[src/rtl/i2cm_pkg.sv]
package i2cm_pkg;

  typedef enum logic [2:0] {
    ST_IDLE,
    ST_RX,
    ST_ACK,
    ST_TX,
    ST_MACK,
    ST_SKIP
  } i2cm_state_e;

  typedef enum logic [1:0] {
    RX_SEL,
    RX_WADDR,
    RX_WDATA
  } i2cm_rx_e;

  localparam logic [3:0] DEV_TYPE = 4'b1010;

  // sequential read step: plain increment, wrap at the array size
  function automatic logic [15:0] step_linear(input logic [15:0] a, input logic [15:0] mask);
    return (a + 16'd1) & mask;
  endfunction

  // page write step: only the bits under pg_mask advance, the rest hold
  function automatic logic [15:0] step_in_page(input logic [15:0] a, input logic [15:0] pg_mask);
    return (a & ~pg_mask) | ((a + 16'd1) & pg_mask);
  endfunction

endpackage

[src/rtl/i2cm_line_sync.sv]
module i2cm_line_sync #(
  parameter int STAGES = 2,
  parameter int LINES  = 2
) (
  input  logic             clk,
  input  logic             rst_n,
  input  logic [LINES-1:0] din,
  output logic [LINES-1:0] dout
);

  for (genvar g = 0; g < LINES; g++) begin : g_line
    logic [STAGES-1:0] chain;
    always_ff @(posedge clk or negedge rst_n) begin
      if (!rst_n) chain <= '1;
      else        chain <= {chain[STAGES-2:0], din[g]};
    end
    assign dout[g] = chain[STAGES-1];
  end

endmodule

[src/rtl/i2cm_cond_detect.sv]
module i2cm_cond_detect (
  input  logic clk,
  input  logic rst_n,
  input  logic scl_s,
  input  logic sda_s,
  output logic scl_rise,
  output logic scl_fall,
  output logic evt_start,
  output logic evt_stop
);

  logic scl_q, sda_q;

  always_ff @(posedge clk or negedge rst_n) begin
    if (!rst_n) begin
      scl_q <= 1'b1;
      sda_q <= 1'b1;
    end else begin
      scl_q <= scl_s;
      sda_q <= sda_s;
    end
  end

  assign scl_rise  =  scl_s & ~scl_q;
  assign scl_fall  = ~scl_s &  scl_q;
  assign evt_start =  scl_s &  scl_q &  sda_q & ~sda_s;
  assign evt_stop  =  scl_s &  scl_q & ~sda_q &  sda_s;

endmodule

[src/rtl/i2cm_addr_reg.sv]
module i2cm_addr_reg
  import i2cm_pkg::*;
#(
  parameter int ADDR_W = 10,
  parameter int PG_W   = 4
) (
  input  logic              clk,
  input  logic              rst_n,
  input  logic              load_en,
  input  logic [ADDR_W-1:0] load_val,
  input  logic              inc_rd,
  input  logic              inc_wr,
  output logic [ADDR_W-1:0] addr,
  output logic [ADDR_W-1:0] addr_nxt_rd
);

  localparam logic [15:0] A_MASK  = 16'((1 << ADDR_W) - 1);
  localparam logic [15:0] PG_MASK = 16'((1 << PG_W) - 1);

  logic [15:0] lin_w, pg_w;

  assign lin_w       = step_linear(16'(addr), A_MASK);
  assign pg_w        = step_in_page(16'(addr), PG_MASK);
  assign addr_nxt_rd = lin_w[ADDR_W-1:0];

  always_ff @(posedge clk or negedge rst_n) begin
    if (!rst_n)       addr <= '0;
    else if (load_en) addr <= load_val;
    else if (inc_rd)  addr <= lin_w[ADDR_W-1:0];
    else if (inc_wr)  addr <= pg_w[ADDR_W-1:0];
  end

  // page write stepping never leaves the page
  a_r5_page_hold: assert property (@(posedge clk) disable iff (!rst_n)
    (inc_wr && !load_en) |=> (addr[ADDR_W-1:PG_W] == $past(addr[ADDR_W-1:PG_W])));

  // read stepping is a plain increment modulo the array size
  a_r9_read_step: assert property (@(posedge clk) disable iff (!rst_n)
    (inc_rd && !load_en) |=> (addr == ADDR_W'($past(addr) + 1'b1)));

endmodule

[src/rtl/i2cm_slave_ctrl.sv]
module i2cm_slave_ctrl
  import i2cm_pkg::*;
#(
  parameter int ADDR_W      = 10,
  parameter int PG_W        = 4,
  parameter int SYNC_STAGES = 2
) (
  input  logic              clk,
  input  logic              rst_n,
  input  logic              scl_i,
  input  logic              sda_i,
  output logic              sda_oe_o,
  input  logic              dev_pin_i,
  input  logic              wr_busy_i,
  output logic              mem_rd_en_o,
  output logic [ADDR_W-1:0] mem_rd_addr_o,
  input  logic [7:0]        mem_rd_data_i,
  output logic              wr_stb_o,
  output logic [ADDR_W-1:0] wr_addr_o,
  output logic [7:0]        wr_data_o,
  output logic              wr_commit_o
);

  localparam int SEL_W = ADDR_W - 8;

  logic [1:0] sync_out;
  logic scl_s, sda_s;
  logic scl_rise, scl_fall, evt_start, evt_stop;

  i2cm_line_sync #(.STAGES(SYNC_STAGES), .LINES(2)) u_sync (
    .clk (clk), .rst_n (rst_n),
    .din ({scl_i, sda_i}),
    .dout(sync_out)
  );
  assign scl_s = sync_out[1];
  assign sda_s = sync_out[0];

  i2cm_cond_detect u_cond (
    .clk(clk), .rst_n(rst_n), .scl_s(scl_s), .sda_s(sda_s),
    .scl_rise(scl_rise), .scl_fall(scl_fall),
    .evt_start(evt_start), .evt_stop(evt_stop)
  );

  i2cm_state_e       state;
  i2cm_rx_e          rx_kind;
  logic [3:0]        cnt;
  logic [7:0]        shreg, txsh, txbuf;
  logic              rd_mode, mack_ok, wr_pend, rd_fill;
  logic [SEL_W-1:0]  page_q;
  logic [ADDR_W-1:0] addr, addr_nxt_rd;

  // named events shared with the assertions
  logic byte_eval, sel_eval, dev_hit, waddr_eval, wdata_eval;
  logic rd_issue_first, rd_issue_next;

  assign byte_eval      = (state == ST_RX) && scl_fall && (cnt == 4'd8);
  assign sel_eval       = byte_eval && (rx_kind == RX_SEL);
  assign waddr_eval     = byte_eval && (rx_kind == RX_WADDR);
  assign wdata_eval     = byte_eval && (rx_kind == RX_WDATA);
  assign dev_hit        = (shreg[7:4] == DEV_TYPE) && (shreg[3] == dev_pin_i) && !wr_busy_i;
  assign rd_issue_first = sel_eval && dev_hit && shreg[0];
  assign rd_issue_next  = (state == ST_TX) && scl_fall && (cnt == 4'd8);

  assign mem_rd_en_o   = rd_issue_first || rd_issue_next;
  assign mem_rd_addr_o = rd_issue_next ? addr_nxt_rd : addr;

  i2cm_addr_reg #(.ADDR_W(ADDR_W), .PG_W(PG_W)) u_addr (
    .clk(clk), .rst_n(rst_n),
    .load_en(waddr_eval), .load_val({page_q, shreg}),
    .inc_rd(rd_issue_next), .inc_wr(wdata_eval),
    .addr(addr), .addr_nxt_rd(addr_nxt_rd)
  );

  // prefetch buffer: read data arrives one cycle after the request
  always_ff @(posedge clk or negedge rst_n) begin
    if (!rst_n) begin
      rd_fill <= 1'b0;
      txbuf   <= '0;
    end else begin
      rd_fill <= mem_rd_en_o;
      if (rd_fill) txbuf <= mem_rd_data_i;
    end
  end

  // protocol sequencer
  always_ff @(posedge clk or negedge rst_n) begin
    if (!rst_n) begin
      state    <= ST_IDLE;
      rx_kind  <= RX_SEL;
      cnt      <= '0;
      shreg    <= '0;
      txsh     <= '0;
      rd_mode  <= 1'b0;
      mack_ok  <= 1'b0;
      wr_pend  <= 1'b0;
      page_q   <= '0;
      sda_oe_o <= 1'b0;
    end else if (evt_start) begin
      state    <= ST_RX;
      rx_kind  <= RX_SEL;
      cnt      <= '0;
      sda_oe_o <= 1'b0;
      wr_pend  <= 1'b0;
    end else if (evt_stop) begin
      state    <= ST_IDLE;
      cnt      <= '0;
      sda_oe_o <= 1'b0;
      wr_pend  <= 1'b0;
    end else begin
      unique case (state)
        ST_RX: begin
          if (scl_rise) begin
            shreg <= {shreg[6:0], sda_s};
            cnt   <= cnt + 4'd1;
          end else if (byte_eval) begin
            cnt <= '0;
            unique case (rx_kind)
              RX_SEL: begin
                if (dev_hit) begin
                  sda_oe_o <= 1'b1;
                  state    <= ST_ACK;
                  rd_mode  <= shreg[0];
                  if (!shreg[0]) page_q <= shreg[SEL_W:1];
                end else begin
                  state <= ST_SKIP;
                end
              end
              RX_WADDR: begin
                sda_oe_o <= 1'b1;
                state    <= ST_ACK;
              end
              default: begin
                sda_oe_o <= 1'b1;
                state    <= ST_ACK;
                wr_pend  <= 1'b1;
              end
            endcase
          end
        end
        ST_ACK: begin
          if (scl_fall) begin
            if (rd_mode) begin
              state    <= ST_TX;
              sda_oe_o <= ~txbuf[7];
              txsh     <= {txbuf[6:0], 1'b0};
              cnt      <= 4'd1;
            end else begin
              state    <= ST_RX;
              sda_oe_o <= 1'b0;
              rx_kind  <= (rx_kind == RX_SEL) ? RX_WADDR : RX_WDATA;
            end
          end
        end
        ST_TX: begin
          if (scl_fall) begin
            if (cnt == 4'd8) begin
              sda_oe_o <= 1'b0;
              state    <= ST_MACK;
              cnt      <= '0;
            end else begin
              sda_oe_o <= ~txsh[7];
              txsh     <= {txsh[6:0], 1'b0};
              cnt      <= cnt + 4'd1;
            end
          end
        end
        ST_MACK: begin
          if (scl_rise) mack_ok <= ~sda_s;
          else if (scl_fall) begin
            if (mack_ok) begin
              state    <= ST_TX;
              sda_oe_o <= ~txbuf[7];
              txsh     <= {txbuf[6:0], 1'b0};
              cnt      <= 4'd1;
            end else begin
              state <= ST_SKIP;
            end
          end
        end
        default: ;
      endcase
    end
  end

  // sequencer side outputs
  always_ff @(posedge clk or negedge rst_n) begin
    if (!rst_n) begin
      wr_stb_o    <= 1'b0;
      wr_addr_o   <= '0;
      wr_data_o   <= '0;
      wr_commit_o <= 1'b0;
    end else begin
      wr_stb_o    <= wdata_eval;
      wr_commit_o <= evt_stop && wr_pend;
      if (wdata_eval) begin
        wr_addr_o <= addr;
        wr_data_o <= shreg;
      end
    end
  end

  // a start always restarts byte reception with the line released
  a_r1_start_restarts: assert property (@(posedge clk) disable iff (!rst_n)
    evt_start |=> (state == ST_RX && cnt == 4'd0 && !sda_oe_o));

  // a device bit that differs from the strap is never acknowledged
  a_r2_mismatch_nack: assert property (@(posedge clk) disable iff (!rst_n)
    (sel_eval && (shreg[3] != dev_pin_i)) |=> !sda_oe_o);

  // no acknowledge while the internal write cycle runs
  a_r3_busy_nack: assert property (@(posedge clk) disable iff (!rst_n)
    (sel_eval && wr_busy_i) |=> !sda_oe_o);

  // each write strobe lasts one cycle
  a_r5_stb_pulse: assert property (@(posedge clk) disable iff (!rst_n)
    wr_stb_o |=> !wr_stb_o);

  // commit only follows a stop
  a_r6_commit_after_stop: assert property (@(posedge clk) disable iff (!rst_n)
    wr_commit_o |-> $past(evt_stop));

  // the master acknowledge slot is never driven
  a_r7_release_mack: assert property (@(posedge clk) disable iff (!rst_n)
    (state == ST_MACK) |-> !sda_oe_o);

endmodule

[config.mk]
export PLATFORM = sky130hd
export DESIGN_NAME = i2cm_slave_ctrl
export DESIGN_NICKNAME = d
export VERILOG_FILES = /design/src/rtl/i2cm_pkg.sv /design/src/rtl/i2cm_line_sync.sv /design/src/rtl/i2cm_cond_detect.sv /design/src/rtl/i2cm_addr_reg.sv /design/src/rtl/i2cm_slave_ctrl.sv
export SDC_FILE = /design/constraint.sdc
export NUM_CORES = 1
export LEC_CHECK = 0
export BUFFER_PORTS_ARGS = -buffer_cell sky130_fd_sc_hd__buf_2
export CELL_PAD_IN_SITES_DETAIL_PLACEMENT = 1
export CELL_PAD_IN_SITES_GLOBAL_PLACEMENT = 1
export CORE_UTILIZATION = 51
export CTS_BUF_LIST = sky130_fd_sc_hd__clkbuf_4 sky130_fd_sc_hd__clkbuf_8
export CTS_CLUSTER_DIAMETER = 120
export CTS_CLUSTER_SIZE = 20
export DETAILED_ROUTE_END_ITERATION = 6
export PLACE_DENSITY = 0.92
export SYNTH_ARGS = -nofsm -noshare
export SYNTH_HDL_FRONTEND = slang
export SYNTH_SLANG_ARGS = --single-unit
[constraint.sdc]
create_clock -name clk -period 5.04 [get_ports clk]
set_input_delay 0.504 -clock clk [delete_from_list [all_inputs] [get_ports clk]]
set_output_delay 0.504 -clock clk [all_outputs]
set_load 0.005 [all_outputs]
==> results.md <==
* Synth Area per Inst at 11.2 um2
* Skew final at 12.6 ps
* Setup TNS at 0 ps
* Clk pin slew, worst setup/hold paths at 90 ps
* Area share of the largest cell type after synthesis at 0.485
* FF+latch count, synth at 75
* Async set or reset register ratio after synthesis at 1.00
* GR Util met2 at 0.447
* Seq/Total Area, Yosys at 0.529
* Instance count of the mapped netlist at 318
* Met3 GRT Util at 0.0539
* Power Dens Cells at 368 nW/um2
* # diodes at 0
* Initial Util at 0.527
* Synth-to-layout area growth at 12.8%
* RSZ-0062 raised after global routing: no
* Slew @ Worst Pin at 1030 ps
* Max Slew Vio Count at 0
* Period utilisation layout at 0.702
* Via count at 2727
* Die height at 85.6 um
* IO Count at 46
* CP Launch Type: flop
* Post-cts resize count at 0
* Nets@finish at 379
* CTS Buffer Depth at 2
* Post-DRT Antenna Nets at 0
* # DRC at 0
* Cell taking the most area after synthesis: dfrtp_1
* Pre-antenna DRT Iters at 4
* Gr busiest metal: met2
* Routed length per instance at 19.9 um
* First-pass GRT wire length at 14.7 mm
* Post-synth EDFFs at 0
* Most common cell after layout, fill and taps aside: dfrtp_1
* Gpl congestion at 0.840
* GR Layer Usage met1 at 0.337
* Design Power at 1.48 mW
* Mapped Area at 3560 um2
* GRT Total Usage at 0.265
* Later-pin clock latency in the skew report at 360 ps
* Min-delay worst type: in -> reg
* P_leak at 2.03 nW
* IO Port Bufs at 45
* Pin count of the biggest net entering global routing at 48
* Cell row count at 30
* CP arrival at 3040 ps
* H-tree depth at 3
* Status: complete, no violations
* Initial antenna violation count at 0
* Drt initial violations at 230
* Worst path required time at 4540 ps
* Peak supply drop at 0.283 mV
* GR Overflow Total at 0
* Top post-synthesis cells by area: dfrtp_1 48%, mux2_2 12%, dfstp_2 4.4%, a21oi_1 2.7%, nor2_1 2.3%
* Setup violators final at 0
* Post-CTS setup buffer count at 0
* TritonCTS clock tree: yes
* Setup CP Type: reg -> out
* Post-route minimum period at 3540 ps
* CTS Sinks at 75
* Ratio of cells with drive above 1 in the final layout at 0.313
* Die area at 7330 um2
* Highest Clock Rate at 282 MHz
* Vias per cell at 6.10
* Most frequent cells in the layout: 69 x dfrtp_1, 45 x buf_2, 38 x mux2_2
* Post-synthesis cell type count at 54
* Ys Warns at 0
* Core ar. at 6760 um2
* Inserted Clock Buffers at 9
* Hold_buf cts at 0
* Final core occ at 0.595
* CTS root buf: clkbuf_8
* Relative slew slack at 0.316
* Type of element capturing the critical path: output pin
* Prevailing post-synth register cell: dfrtp_1
* Crit-path max FO at 16
* DP HPWL at 6.34 mm
* Syn_nets at 335
* Max-cap violations at 0
* Vias in the first global route at 2904
* WHS at 238 ps
* Fin. Hold Viols at 0
* Final WL at 8.89 mm
* Die W at 85.6 um
[layer usage]
layer,vias up,part of all wire
met1,1371,0.42
met5,-,0
met2,87,0.51
met4,0,0.023
li1,1245,-
met3,24,0.047
[synthesized netlist by cell type, types with 2 or more instances]
master,n
and4_1,3
nor4_1,2
o221a_2,2
nor2b_1,6
inv_1,8
o211ai_1,6
xor2_1,6
or2_2,2
nand2b_1,7
dfstp_2,6
o311ai_0,2
o21ai_0,16
mux2i_1,6
nand3b_1,3
and3_1,4
a211oi_1,4
a31oi_1,3
xnor2_1,5
clkbuf_1,10
nand4_1,2
ha_1,3
dfrtp_1,69
nor2_1,22
nor3b_1,2
a21oi_1,19
nor3_1,6
buf_2,2
mux2_2,38
nand3_1,14
nand2_1,16
[cell families after synthesis]
logic type,share of synthesized area
AO/OA/AOI/OAI,0.125
XOR/XNOR,0.0270
adder cells (fa/ha/maj),0.0105
buffers and inverters,0.0249
flip-flops,0.529
multiplexers,0.137
AND/OR/NAND/NOR,0.146
[registers in the layout, summed over array words and instances, names as in the netlist, 2 cells and up]
signal / flops
rx_kind: 2
wr_addr_o: 10
page_q: 2
u_sync.g_line.chain: 4
txbuf: 8
txsh: 7
shreg: 8
wr_data_o: 8
u_addr.addr: 10
state: 3
cnt: 4
[critical path, cell delays in order (launching register included)]
cell,delay (ps)
dfrtp_1,590
nand3b_1,690
nor3_1,850
mux2_2,420
buf_2,130
[final cells by class]
type                    instances  area (um2)
multi-input cells             222        1590
repair buffers                 46         233
inverters                       8        30.0
fillers                       742        2740
clock buffers                   9         124
well taps                      80         100
flip-flops and latches         75        1880
clock inverters                 7        58.8
[path summary, 6_finish.rpt]
path / start / end / slack (ps) / cells past startpoint
worst min-delay path: sda_i / u_sync.g_line[0].chain[0] / 240 / 1
max in group asynchronous: rst_n / u_cond.scl_q / 3730 / 2
worst max-delay path: state[0] / mem_rd_addr_o[1] / 1500 / 4
worst min register to register: u_sync.g_line[1].chain[0] / u_sync.g_line[1].chain[1] / 360 / 0
min in group asynchronous: rst_n / cnt[2] / 310 / 1
worst max register to register: state[0] / u_addr.addr[7] / 2190 / 5
[metrics by stage]
step | setup slack (ps) | instances | cell area, um2
final | 1500 | 447 | 4020
after global routing | 1360 | 447 | 4020
after CTS | 1550 | 447 | 4020
after detailed placement | 1960 | 431 | 3840
after global placement | 2110 | 431 | 3840
after floorplan | 2840 | 318 | 3560
[report_power, final]
group,switching (mW),internal [mW]
Combinational,0.142,0.116
Sequential,0.104,0.675
Clock,0.253,0.187
Total,0.499,0.979
No activity file was read; power rests on OpenSTA's default activity.
